### src/rtl/dsk_pkg.sv
package dsk_pkg;
  localparam int DSK_PAR_MAX = 8;
  localparam int DSK_CW      = 4;

  typedef enum logic [1:0] {PH_IDLE, PH_CMD, PH_EXEC, PH_RES} phase_t;

  typedef struct packed {
    logic              valid;
    logic              has_exec;
    logic [DSK_CW-1:0] n_par;
    logic [DSK_CW-1:0] n_res;
  } cmd_info_t;
endpackage

### src/rtl/dsk_cmd_decode.sv
module dsk_cmd_decode
  import dsk_pkg::*;
(
  input  logic [4:0] code,
  output cmd_info_t  info
);
  always_comb begin
    case (code)
      5'h03:   info = '{valid: 1'b1, has_exec: 1'b0, n_par: 4'd2, n_res: 4'd0};
      5'h04:   info = '{valid: 1'b1, has_exec: 1'b0, n_par: 4'd1, n_res: 4'd1};
      5'h05:   info = '{valid: 1'b1, has_exec: 1'b1, n_par: 4'd8, n_res: 4'd7};
      5'h06:   info = '{valid: 1'b1, has_exec: 1'b1, n_par: 4'd8, n_res: 4'd7};
      5'h07:   info = '{valid: 1'b1, has_exec: 1'b0, n_par: 4'd1, n_res: 4'd0};
      5'h08:   info = '{valid: 1'b1, has_exec: 1'b0, n_par: 4'd0, n_res: 4'd2};
      5'h0A:   info = '{valid: 1'b1, has_exec: 1'b1, n_par: 4'd1, n_res: 4'd7};
      5'h0F:   info = '{valid: 1'b1, has_exec: 1'b0, n_par: 4'd2, n_res: 4'd0};
      5'h13:   info = '{valid: 1'b1, has_exec: 1'b0, n_par: 4'd3, n_res: 4'd0};
      default: info = '{valid: 1'b0, has_exec: 1'b0, n_par: 4'd0, n_res: 4'd1};
    endcase
  end
endmodule

### src/rtl/dsk_param_store.sv
module dsk_param_store #(
  parameter int DEPTH = 8,
  parameter int WIDTH = 8,
  localparam int AW   = $clog2(DEPTH)
) (
  input  logic             clk,
  input  logic             we,
  input  logic [AW-1:0]    waddr,
  input  logic [WIDTH-1:0] wdata,
  input  logic [AW-1:0]    raddr,
  output logic [WIDTH-1:0] rdata
);
  logic [WIDTH-1:0] mem [DEPTH];

  always_ff @(posedge clk) begin
    if (we) mem[waddr] <= wdata;
  end

  assign rdata = mem[raddr];
endmodule

### src/rtl/dsk_phase_fsm.sv
module dsk_phase_fsm
  import dsk_pkg::*;
#(
  parameter int DW     = 8,
  parameter int DRIVES = 2,
  parameter int AW     = 3
) (
  input  logic              clk,
  input  logic              rst,
  input  logic              wr_req,
  input  logic              rd_req,
  input  logic [DW-1:0]     wdata,
  input  cmd_info_t         dec_info,
  input  logic              exec_done,
  input  logic [DW-1:0]     exec_stat,
  input  logic [DRIVES-1:0] drv_seek,
  output logic              pw_en,
  output logic [AW-1:0]     pw_addr,
  output logic [AW-1:0]     pr_addr,
  input  logic [DW-1:0]     pr_data,
  output logic [DW-1:0]     status,
  output logic [DW-1:0]     rd_data
);
  phase_t            phase;
  cmd_info_t         info_q;
  logic [DSK_CW-1:0] par_cnt;
  logic [DSK_CW-1:0] res_idx;
  logic [DSK_CW-1:0] res_m1;
  logic [DW-1:0]     stat_q;
  logic [DW-1:0]     rd_q;
  logic [DRIVES-1:0] drv_q;
  logic [DW-1:0]     res_byte;

  function automatic phase_t after_params(input cmd_info_t ci);
    if (ci.has_exec)           return PH_EXEC;
    else if (ci.n_res != '0)   return PH_RES;
    else                       return PH_IDLE;
  endfunction

  assign pw_en   = wr_req && (phase == PH_CMD);
  assign pw_addr = par_cnt[AW-1:0];
  assign res_m1  = res_idx - 1'b1;
  assign pr_addr = res_m1[AW-1:0];

  always_comb begin
    if (res_idx == '0)                         res_byte = stat_q;
    else if (info_q.valid && res_m1 < info_q.n_par) res_byte = pr_data;
    else                                       res_byte = '0;
  end

  always_ff @(posedge clk) begin
    if (rst) begin
      phase   <= PH_IDLE;
      info_q  <= '0;
      par_cnt <= '0;
      res_idx <= '0;
      stat_q  <= '0;
      rd_q    <= '0;
      drv_q   <= '0;
    end else begin
      drv_q <= drv_seek;
      case (phase)
        PH_IDLE: if (wr_req) begin
          info_q  <= dec_info;
          par_cnt <= '0;
          res_idx <= '0;
          stat_q  <= dec_info.valid ? '0 : 8'h80;
          phase   <= (dec_info.n_par != '0) ? PH_CMD : after_params(dec_info);
        end
        PH_CMD: if (wr_req) begin
          par_cnt <= par_cnt + 1'b1;
          if (par_cnt + 1'b1 == info_q.n_par) phase <= after_params(info_q);
        end
        PH_EXEC: if (exec_done) begin
          stat_q <= exec_stat;
          phase  <= (info_q.n_res != '0) ? PH_RES : PH_IDLE;
        end
        PH_RES: if (rd_req) begin
          rd_q    <= res_byte;
          res_idx <= res_idx + 1'b1;
          if (res_idx + 1'b1 == info_q.n_res) phase <= PH_IDLE;
        end
        default: phase <= PH_IDLE;
      endcase
    end
  end

  assign status = {phase != PH_EXEC, phase == PH_RES, 1'b0, phase != PH_IDLE,
                   2'b00, drv_q};
  assign rd_data = rd_q;

  // opcode accepted in idle raises busy on the next cycle
  a_r2_busy_after_opcode: assert property (@(posedge clk) disable iff (rst)
    (phase == PH_IDLE && wr_req) |=> status[4]);

  // execution phase is only entered on an accepted command byte
  a_r3_exec_entry: assert property (@(posedge clk) disable iff (rst)
    (phase == PH_EXEC && $past(phase) != PH_EXEC) |-> $past(wr_req));

  // execution-done leads to read-direction ready
  a_r4_done_to_result: assert property (@(posedge clk) disable iff (rst)
    (phase == PH_EXEC && exec_done) |=> (status[7:6] == 2'b11));

  // result index never passes the result count
  a_r4_idx_in_range: assert property (@(posedge clk) disable iff (rst)
    (phase == PH_RES) |-> (res_idx < info_q.n_res));

  // busy only falls on a host data transfer
  a_r5_busy_fall: assert property (@(posedge clk) disable iff (rst)
    $fell(status[4]) |-> $past(wr_req || rd_req));
endmodule

### src/rtl/dsk_phase_seq.sv
module dsk_phase_seq
  import dsk_pkg::*;
#(
  parameter int DW        = 8,
  parameter int DRIVES    = 2,
  parameter int PAR_DEPTH = DSK_PAR_MAX,
  localparam int AW       = $clog2(PAR_DEPTH)
) (
  input  logic              clk,
  input  logic              rst,
  input  logic              host_addr,
  input  logic              host_rd,
  input  logic              host_wr,
  input  logic [DW-1:0]     host_wdata,
  input  logic [DRIVES-1:0] drv_seek,
  input  logic              exec_done,
  input  logic [DW-1:0]     exec_stat,
  output logic [DW-1:0]     status,
  output logic [DW-1:0]     rd_data
);
  logic          wr_req, rd_req, pw_en;
  logic [AW-1:0] pw_addr, pr_addr;
  logic [DW-1:0] pr_data;
  cmd_info_t     dec_info;

  assign wr_req = host_wr && host_addr;
  assign rd_req = host_rd && host_addr;

  dsk_cmd_decode u_dec (
    .code (host_wdata[4:0]),
    .info (dec_info)
  );

  dsk_param_store #(.DEPTH(PAR_DEPTH), .WIDTH(DW)) u_par (
    .clk   (clk),
    .we    (pw_en),
    .waddr (pw_addr),
    .wdata (host_wdata),
    .raddr (pr_addr),
    .rdata (pr_data)
  );

  dsk_phase_fsm #(.DW(DW), .DRIVES(DRIVES), .AW(AW)) u_fsm (
    .clk       (clk),
    .rst       (rst),
    .wr_req    (wr_req),
    .rd_req    (rd_req),
    .wdata     (host_wdata),
    .dec_info  (dec_info),
    .exec_done (exec_done),
    .exec_stat (exec_stat),
    .drv_seek  (drv_seek),
    .pw_en     (pw_en),
    .pw_addr   (pw_addr),
    .pr_addr   (pr_addr),
    .pr_data   (pr_data),
    .status    (status),
    .rd_data   (rd_data)
  );

  // a status-address read alone leaves the phase bits untouched
  a_r9_status_read_quiet: assert property (@(posedge clk) disable iff (rst)
    (host_rd && !host_addr && !host_wr && !exec_done) |=>
      (status[7:4] == $past(status[7:4])));

  // the read bus only moves on a data-port read
  a_r9_rd_bus_hold: assert property (@(posedge clk) disable iff (rst)
    !rd_req |=> $stable(rd_data));
endmodule

### config.mk
export PLATFORM = sky130hd
export DESIGN_NAME = dsk_phase_seq
export DESIGN_NICKNAME = d
export VERILOG_FILES = /design/src/rtl/dsk_pkg.sv /design/src/rtl/dsk_cmd_decode.sv /design/src/rtl/dsk_param_store.sv /design/src/rtl/dsk_phase_fsm.sv /design/src/rtl/dsk_phase_seq.sv
export SDC_FILE = /design/constraint.sdc
export NUM_CORES = 1
export LEC_CHECK = 0
export ABC_AREA = 1
export BUFFER_PORTS_ARGS = -buffer_cell sky130_fd_sc_hd__buf_2
export CORE_ASPECT_RATIO = 1.25
export CORE_UTILIZATION = 50
export CTS_CLUSTER_DIAMETER = 30
export CTS_CLUSTER_SIZE = 12
export DETAILED_ROUTE_END_ITERATION = 7
export PLACE_DENSITY = 0.69
export SLEW_MARGIN = 10
export SYNTH_ARGS = -nofsm -noshare
export SYNTH_HDL_FRONTEND = slang
export SYNTH_SLANG_ARGS = --single-unit
### constraint.sdc
create_clock -name clk -period 3.9 [get_ports clk]
set_input_delay 0.39 -clock clk [delete_from_list [all_inputs] [get_ports clk]]
set_output_delay 0.39 -clock clk [all_outputs]
set_load 0.1 [all_outputs]
# Word-level counts from Yosys, hierarchy flattened
# Memory sizes are Yosys's and may differ from the RTL's.
# Cells that the tools add are included.
# totals
wordCells	72
output_inout_bits	16
register_bits	38
inputBits	24
memories	2
rom_bits	256
mem_bits_rw	64
# op_classes
n_reduce_logical	19
mux	25
order_cmp	1
add_sub_neg	3
n_eq_ne	12
# memory_table
name	depth	word_bits	rd	rd_clocked_by_memory_dff	wr	line_no	rtl
(name not given)	32	8	1	0	0	dsk_cmd_decode.sv:8	case (code)
u_par.mem	8	8	1	0	1	dsk_param_store.sv:13	logic [WIDTH-1:0] mem [DEPTH];
# op_table
cell	n
8-bit two-way mux	5
2-bit two-way mux	11
4-bit one-hot mux with 2 select lines	2
8-bit one-hot mux with 2 select lines	1
4-bit two-way mux	3
4-bit nonzero test	3
3-bit AND reduction	3
4-bit by 1-bit adder with 4-bit output, second input constant	2
4-bit == test	2
2-bit by 1-bit != test with 1-bit output, second input constant	4
2-bit one-hot mux with 4 select lines	1
2-bit nonzero test	4
2-bit != test, second input constant	3
6-bit AND reduction	1
2-bit == test, second input constant	2
1-bit logical AND	4
4-bit logical NOT	1
4-bit less-than comparator	1
2-bit AND reduction	2
4-bit by 1-bit subtractor with 4-bit output, second input constant	1
2-bit by 1-bit == test with 1-bit output, second input constant	1
2-bit logical NOT	1
1-bit two-way mux	2

# Logic depth before layout (Yosys ltp)
# An unclocked memory read counts as a cell.
# depth
ltp_word	7
mapped_depth	13
ltp_nobuf	13

# Modules after synthesis
# Synthesis repeated with hierarchy kept, for this count alone.
# unflattened
cells_unflattened	634
area_unflattened_um2	5231.3
# by_module_without_submodules
module	seq_area_each_um2	area_per_inst_um2	cells_per_inst	instances
dsk_param_store	1921.8	2890.3	295	1
dsk_phase_fsm	760.7	2088.3	292	1
dsk_cmd_decode	0.0	237.7	43	1
dsk_phase_seq	0.0	15.0	4	1

# Least setup slack after synthesis
# OpenSTA, ideal clock, no wires.
# synth_path
path_type	reg2reg
start	reg u_fsm.res_idx[0]
end	reg u_fsm.rd_q[6], in the netlist u_fsm.rd_data[6]
arrival_time_ns	2.317
path_slack_ns	1.515
required_ns	3.833
period_less_slack_ns	2.385
path_stages_with_launch	14
cell_sequence	dfxtp_1 > inv_2 > clkbuf_1 > ha_1 > inv_1 > clkbuf_1 > ha_1 > nand2_1 > nand3b_4 > a21oi_4 > nand2_1 > nand2_1 > nand2_1 > a21oi_2
# synth_via
elab_chain_cells	5
# synth_lines
item	line_no	rtl
start, declared	dsk_phase_fsm.sv:27	logic [DSK_CW-1:0] res_idx;
start signal, assigned	dsk_phase_fsm.sv:80	res_idx <= res_idx + 1'b1;
4-bit by 1-bit subtractor with 4-bit output	dsk_phase_fsm.sv:42	assign res_m1 = res_idx - 1'b1;
4-bit less-than comparator	dsk_phase_fsm.sv:47	else if (info_q.valid && res_m1 < info_q.n_par) res_byte = pr_data;
1-bit logical AND	dsk_phase_fsm.sv:47	
8-bit two-way mux	dsk_phase_fsm.sv:47	
8-bit two-way mux *	dsk_phase_fsm.sv:46	if (res_idx == '0) res_byte = stat_q;
end signal, assigned	dsk_phase_fsm.sv:79	rd_q <= res_byte;
end, declared	dsk_phase_fsm.sv:30	logic [DW-1:0] rd_q;
# Every way passes the cells marked *; elsewhere a longest branch is shown, timed or not.
# A chain may end at the register's enable or synchronous reset.

# Worst setup path in the final report
# Same ends and word-level chain as after synthesis.

==> impl_metrics.env <==
export IMPL_status="complete, no violations"
export IMPL_grt_ovfl_total=0
export IMPL_rows=38
export IMPL_core_um2=8840
export IMPL_dpl_cell_area_um2=4870
export IMPL_grtUsageTotal_pct=21.7
export IMPL_clk_latency_ps=380
export IMPL_syn_to_final_growth_pct=9.90
export IMPL_synth_xor_area_share_pct=2.11
export IMPL_cts_root_buffer="clkbuf_8"
export IMPL_crit_required_ps=4220
export IMPL_leakage_nw=1.98
export IMPL_synthTopCellsByCount="nand2_1, edfxtp_1, nand3_1"
export IMPL_htree_num_levels=3
export IMPL_cts_hold_buffers=0
export IMPL_ys_warn_count=0
export IMPL_setup_tns_final_ps=0
export IMPL_worst_slew_pin_transition_ps=1200
export IMPL_startpoint_type="flop"
export IMPL_synth_area_mux_share_pct=0
export IMPL_yosysTopAreaCell="edfxtp_1"
export IMPL_post_cts_setup_buffers=0
export IMPL_finalMaxSlewViolations=0
export IMPL_fin_crit_sh_pct=64.8
export IMPL_fin_area_um2=5080
export IMPL_crit_fanout=40
export IMPL_remaining_drc_errors=0
export IMPL_antenna_found_initial=0
export IMPL_syn_inst=503
export IMPL_wirelength_um=9660
export IMPL_power_density_nw_per_um2=420
export IMPL_max_freq_mhz=396
export IMPL_grt_pass1_vias=3211
export IMPL_io_pins=40
export IMPL_start_util_pct=52.3
export IMPL_reg2regPathDepth=12
export IMPL_synth_adder_area_share_pct=2.43
export IMPL_dieWidth_um=88.0
export IMPL_path_class="reg -> reg"
export IMPL_ys_ff_latch=99
export IMPL_finalHoldViolCount=0
export IMPL_rsz0062_at_grt="false"
export IMPL_cts_tree="yes"
export IMPL_end_kind="flop"
export IMPL_min_from="drv_seek[0]"
export IMPL_cts_buffers=9
export IMPL_drv_cap=0
export IMPL_grt_max_degree=41
export IMPL_synth_top_area_share_pct=41.5
export IMPL_drt_iter0_drc=231
export IMPL_die_y_um=110
export IMPL_synth_area_um2=4630
export IMPL_layout_drive_gt1_share_pct=14.4
export IMPL_r2r_end="u_fsm.rd_data[6]$_SDFFE_PP0P_"
export IMPL_design_die_area_um2=9640
export IMPL_synth_top_family_by_area="simple AND/OR/NAND/NOR gates"
export IMPL_clock_sinks=99
export IMPL_r2r_slack_ps=1370
export IMPL_seq_area_frac_synth_pct=56.7
export IMPL_synth_compound_area_share_pct=10.4
export IMPL_yosys_area_share_simple_pct=22.4
export IMPL_via_count=3459
export IMPL_hold_end="u_fsm.drv_q[0]$_SDFF_PP0_"
export IMPL_ir_drop_uv=218
export IMPL_ys_async_sr_fraction_pct=0
export IMPL_grt_pass1_wl_um=15500
export IMPL_r2r_start="u_fsm.res_idx[0]$_SDFFE_PP0P_"
export IMPL_final_util_pct=57.5
export IMPL_n_antenna_cell=0
export IMPL_via_per_inst=5.24
export IMPL_syn_area_per_cell_um2=9.20
export IMPL_arrival_ps=2840
export IMPL_path_clk_slew_ps=100
export IMPL_min_path_cells=3
export IMPL_post_drt_wl_per_cell_um=14.6
export IMPL_clk_path_buf_depth=2
export IMPL_synth_edf_count=64
export IMPL_finClkSkew_ps=7.98
export IMPL_setup_viol=0
export IMPL_globalplace_congestion=0.877
export IMPL_ant_nets=0
export IMPL_numPortBuffers=36
export IMPL_synth_area_top_cells="edfxtp_1, dfxtp_1, nand2_1"
export IMPL_synth_flop_cell="edfxtp_1"
export IMPL_nets=568
export IMPL_hpwlAfterDp_um=6880
export IMPL_maxSlewHeadroom_pct=19.1
export IMPL_min_period_ps=2530
export IMPL_synth_most_common_cell="nand2_1"
export IMPL_hold_path_class="in -> reg"
export IMPL_synth_distinct_cells=36
export IMPL_cts_resized=0
export IMPL_drt_pass1_iterations=4
report_power, final:
part | switching, mW | internal (mW) | total (mW)
combinational | 0.211 | 0.0694 | 0.280
sequential | 0.0217 | 1.14 | 1.16
clock | 0.385 | 0.310 | 0.695
total | 0.618 | 1.52 | 2.14
worst max-delay path, stage by stage, from the launching register on:
cell and delay, ps:
dfxtp_1 320, buf_4 350, inv_2 70, ha_1 530, inv_1 110, ha_1 300
nand2_1 120, nand3b_4 90, a21oi_4 240, nand2_1 90, nand2_1 60, nand2_1 60
a21oi_2 100
stage by stage:
stage | setup WS, ps | cells | hold slack, ps | total power, mW
floorplan | 1520 | 505 | 455 | 1.40
global placement | 1480 | 644 | 474 | 1.46
detailed placement | 1380 | 644 | 479 | 1.46
CTS | 1360 | 660 | 200 | 2.14
global route | 1120 | 660 | 203 | 2.21
finish | 1370 | 660 | 211 | 2.14
cell families (layout without fill, tap and decap cells):
family | after synthesis | after routing
buffers and inverters | 61 | 96
AOI/OAI and AO/OA | 86 | 86
DFF | 99 | 99
other | 1 | 3
adders and majority gates | 9 | 9
and+or+nand+nor | 238 | 238
xor gates and xnor gates | 9 | 9
how the worst max path moves through the flow:
stage | from | end | slack, ps | depth (start not counted)
final | u_fsm.res_idx[0]$_SDFFE_PP0P_ | u_fsm.rd_data[6]$_SDFFE_PP0P_ | 1370 | 12
after detailed placement | u_fsm.phase[0]$_SDFFE_PP0P_ | u_par.mem[2][6]$_DFFE_PP_ | 1380 | 6
after global placement | u_fsm.res_idx[0]$_SDFFE_PP0P_ | u_fsm.rd_data[6]$_SDFFE_PP0P_ | 1480 | 12
after CTS | u_fsm.phase[0]$_SDFFE_PP0P_ | u_par.mem[2][3]$_DFFE_PP_ | 1360 | 6
after global routing | u_fsm.res_idx[0]$_SDFFE_PP0P_ | u_fsm.rd_data[6]$_SDFFE_PP0P_ | 1120 | 12
after floorplan | u_fsm.res_idx[0]$_SDFFE_PP0P_ | u_fsm.rd_data[6]$_SDFFE_PP0P_ | 1520 | 13
cell usage in the layout (no fill, tap or decap), types with 2 or more instances in the layout:
cell	synthesis	final
buf_2	6	36
or2_2	10	10
nand3_1	51	51
inv_2	2	2
nor3_1	5	5
nand2_1	119	119
xor2_1	6	6
buf_4	5	5
xnor2_1	2	2
o211ai_1	7	7
a21oi_1	32	32
inv_8	0	3
dfxtp_1	35	35
inv_1	37	37
a31oi_1	8	8
nor2_4	2	2
ha_1	9	9
edfxtp_1	64	64
conb_1	1	3
nor2_1	44	44
nor2_2	2	2
o21ai_0	34	34
clkbuf_8	1	9
layer usage:
| metal | global-route usage, % | share of wire (%) | up-vias |
|---|---|---|---|
| li1 | - | - | 1755 |
| met1 | 28.0 | 46 | 1599 |
| met2 | 35.7 | 48 | 86 |
| met3 | 3.08 | 3.7 | 19 |
| met4 | 11.2 | 2.1 | 0 |
| met5 | 0 | 0 | - |
area by class of cell:
class | instances | area (um2)
clock inverter | 7 | 85.1
multi-input combinational | 345 | 1740
tap | 120 | 150
clock buffer | 9 | 124
timing repair buffer | 41 | 218
inverter | 39 | 146
fill | 817 | 3760
sequential | 99 | 2620
registers in the layout, indices dropped and copies added (netlist names):
register       cells
u_fsm.res_idx      4
u_fsm.info_q       7
u_fsm.phase        2
u_fsm.stat_q       8
u_fsm.par_cnt      4
u_fsm.rd_data      8
u_par.mem         64
u_fsm.drv_q        2
(Power assumes the default switching activity.)
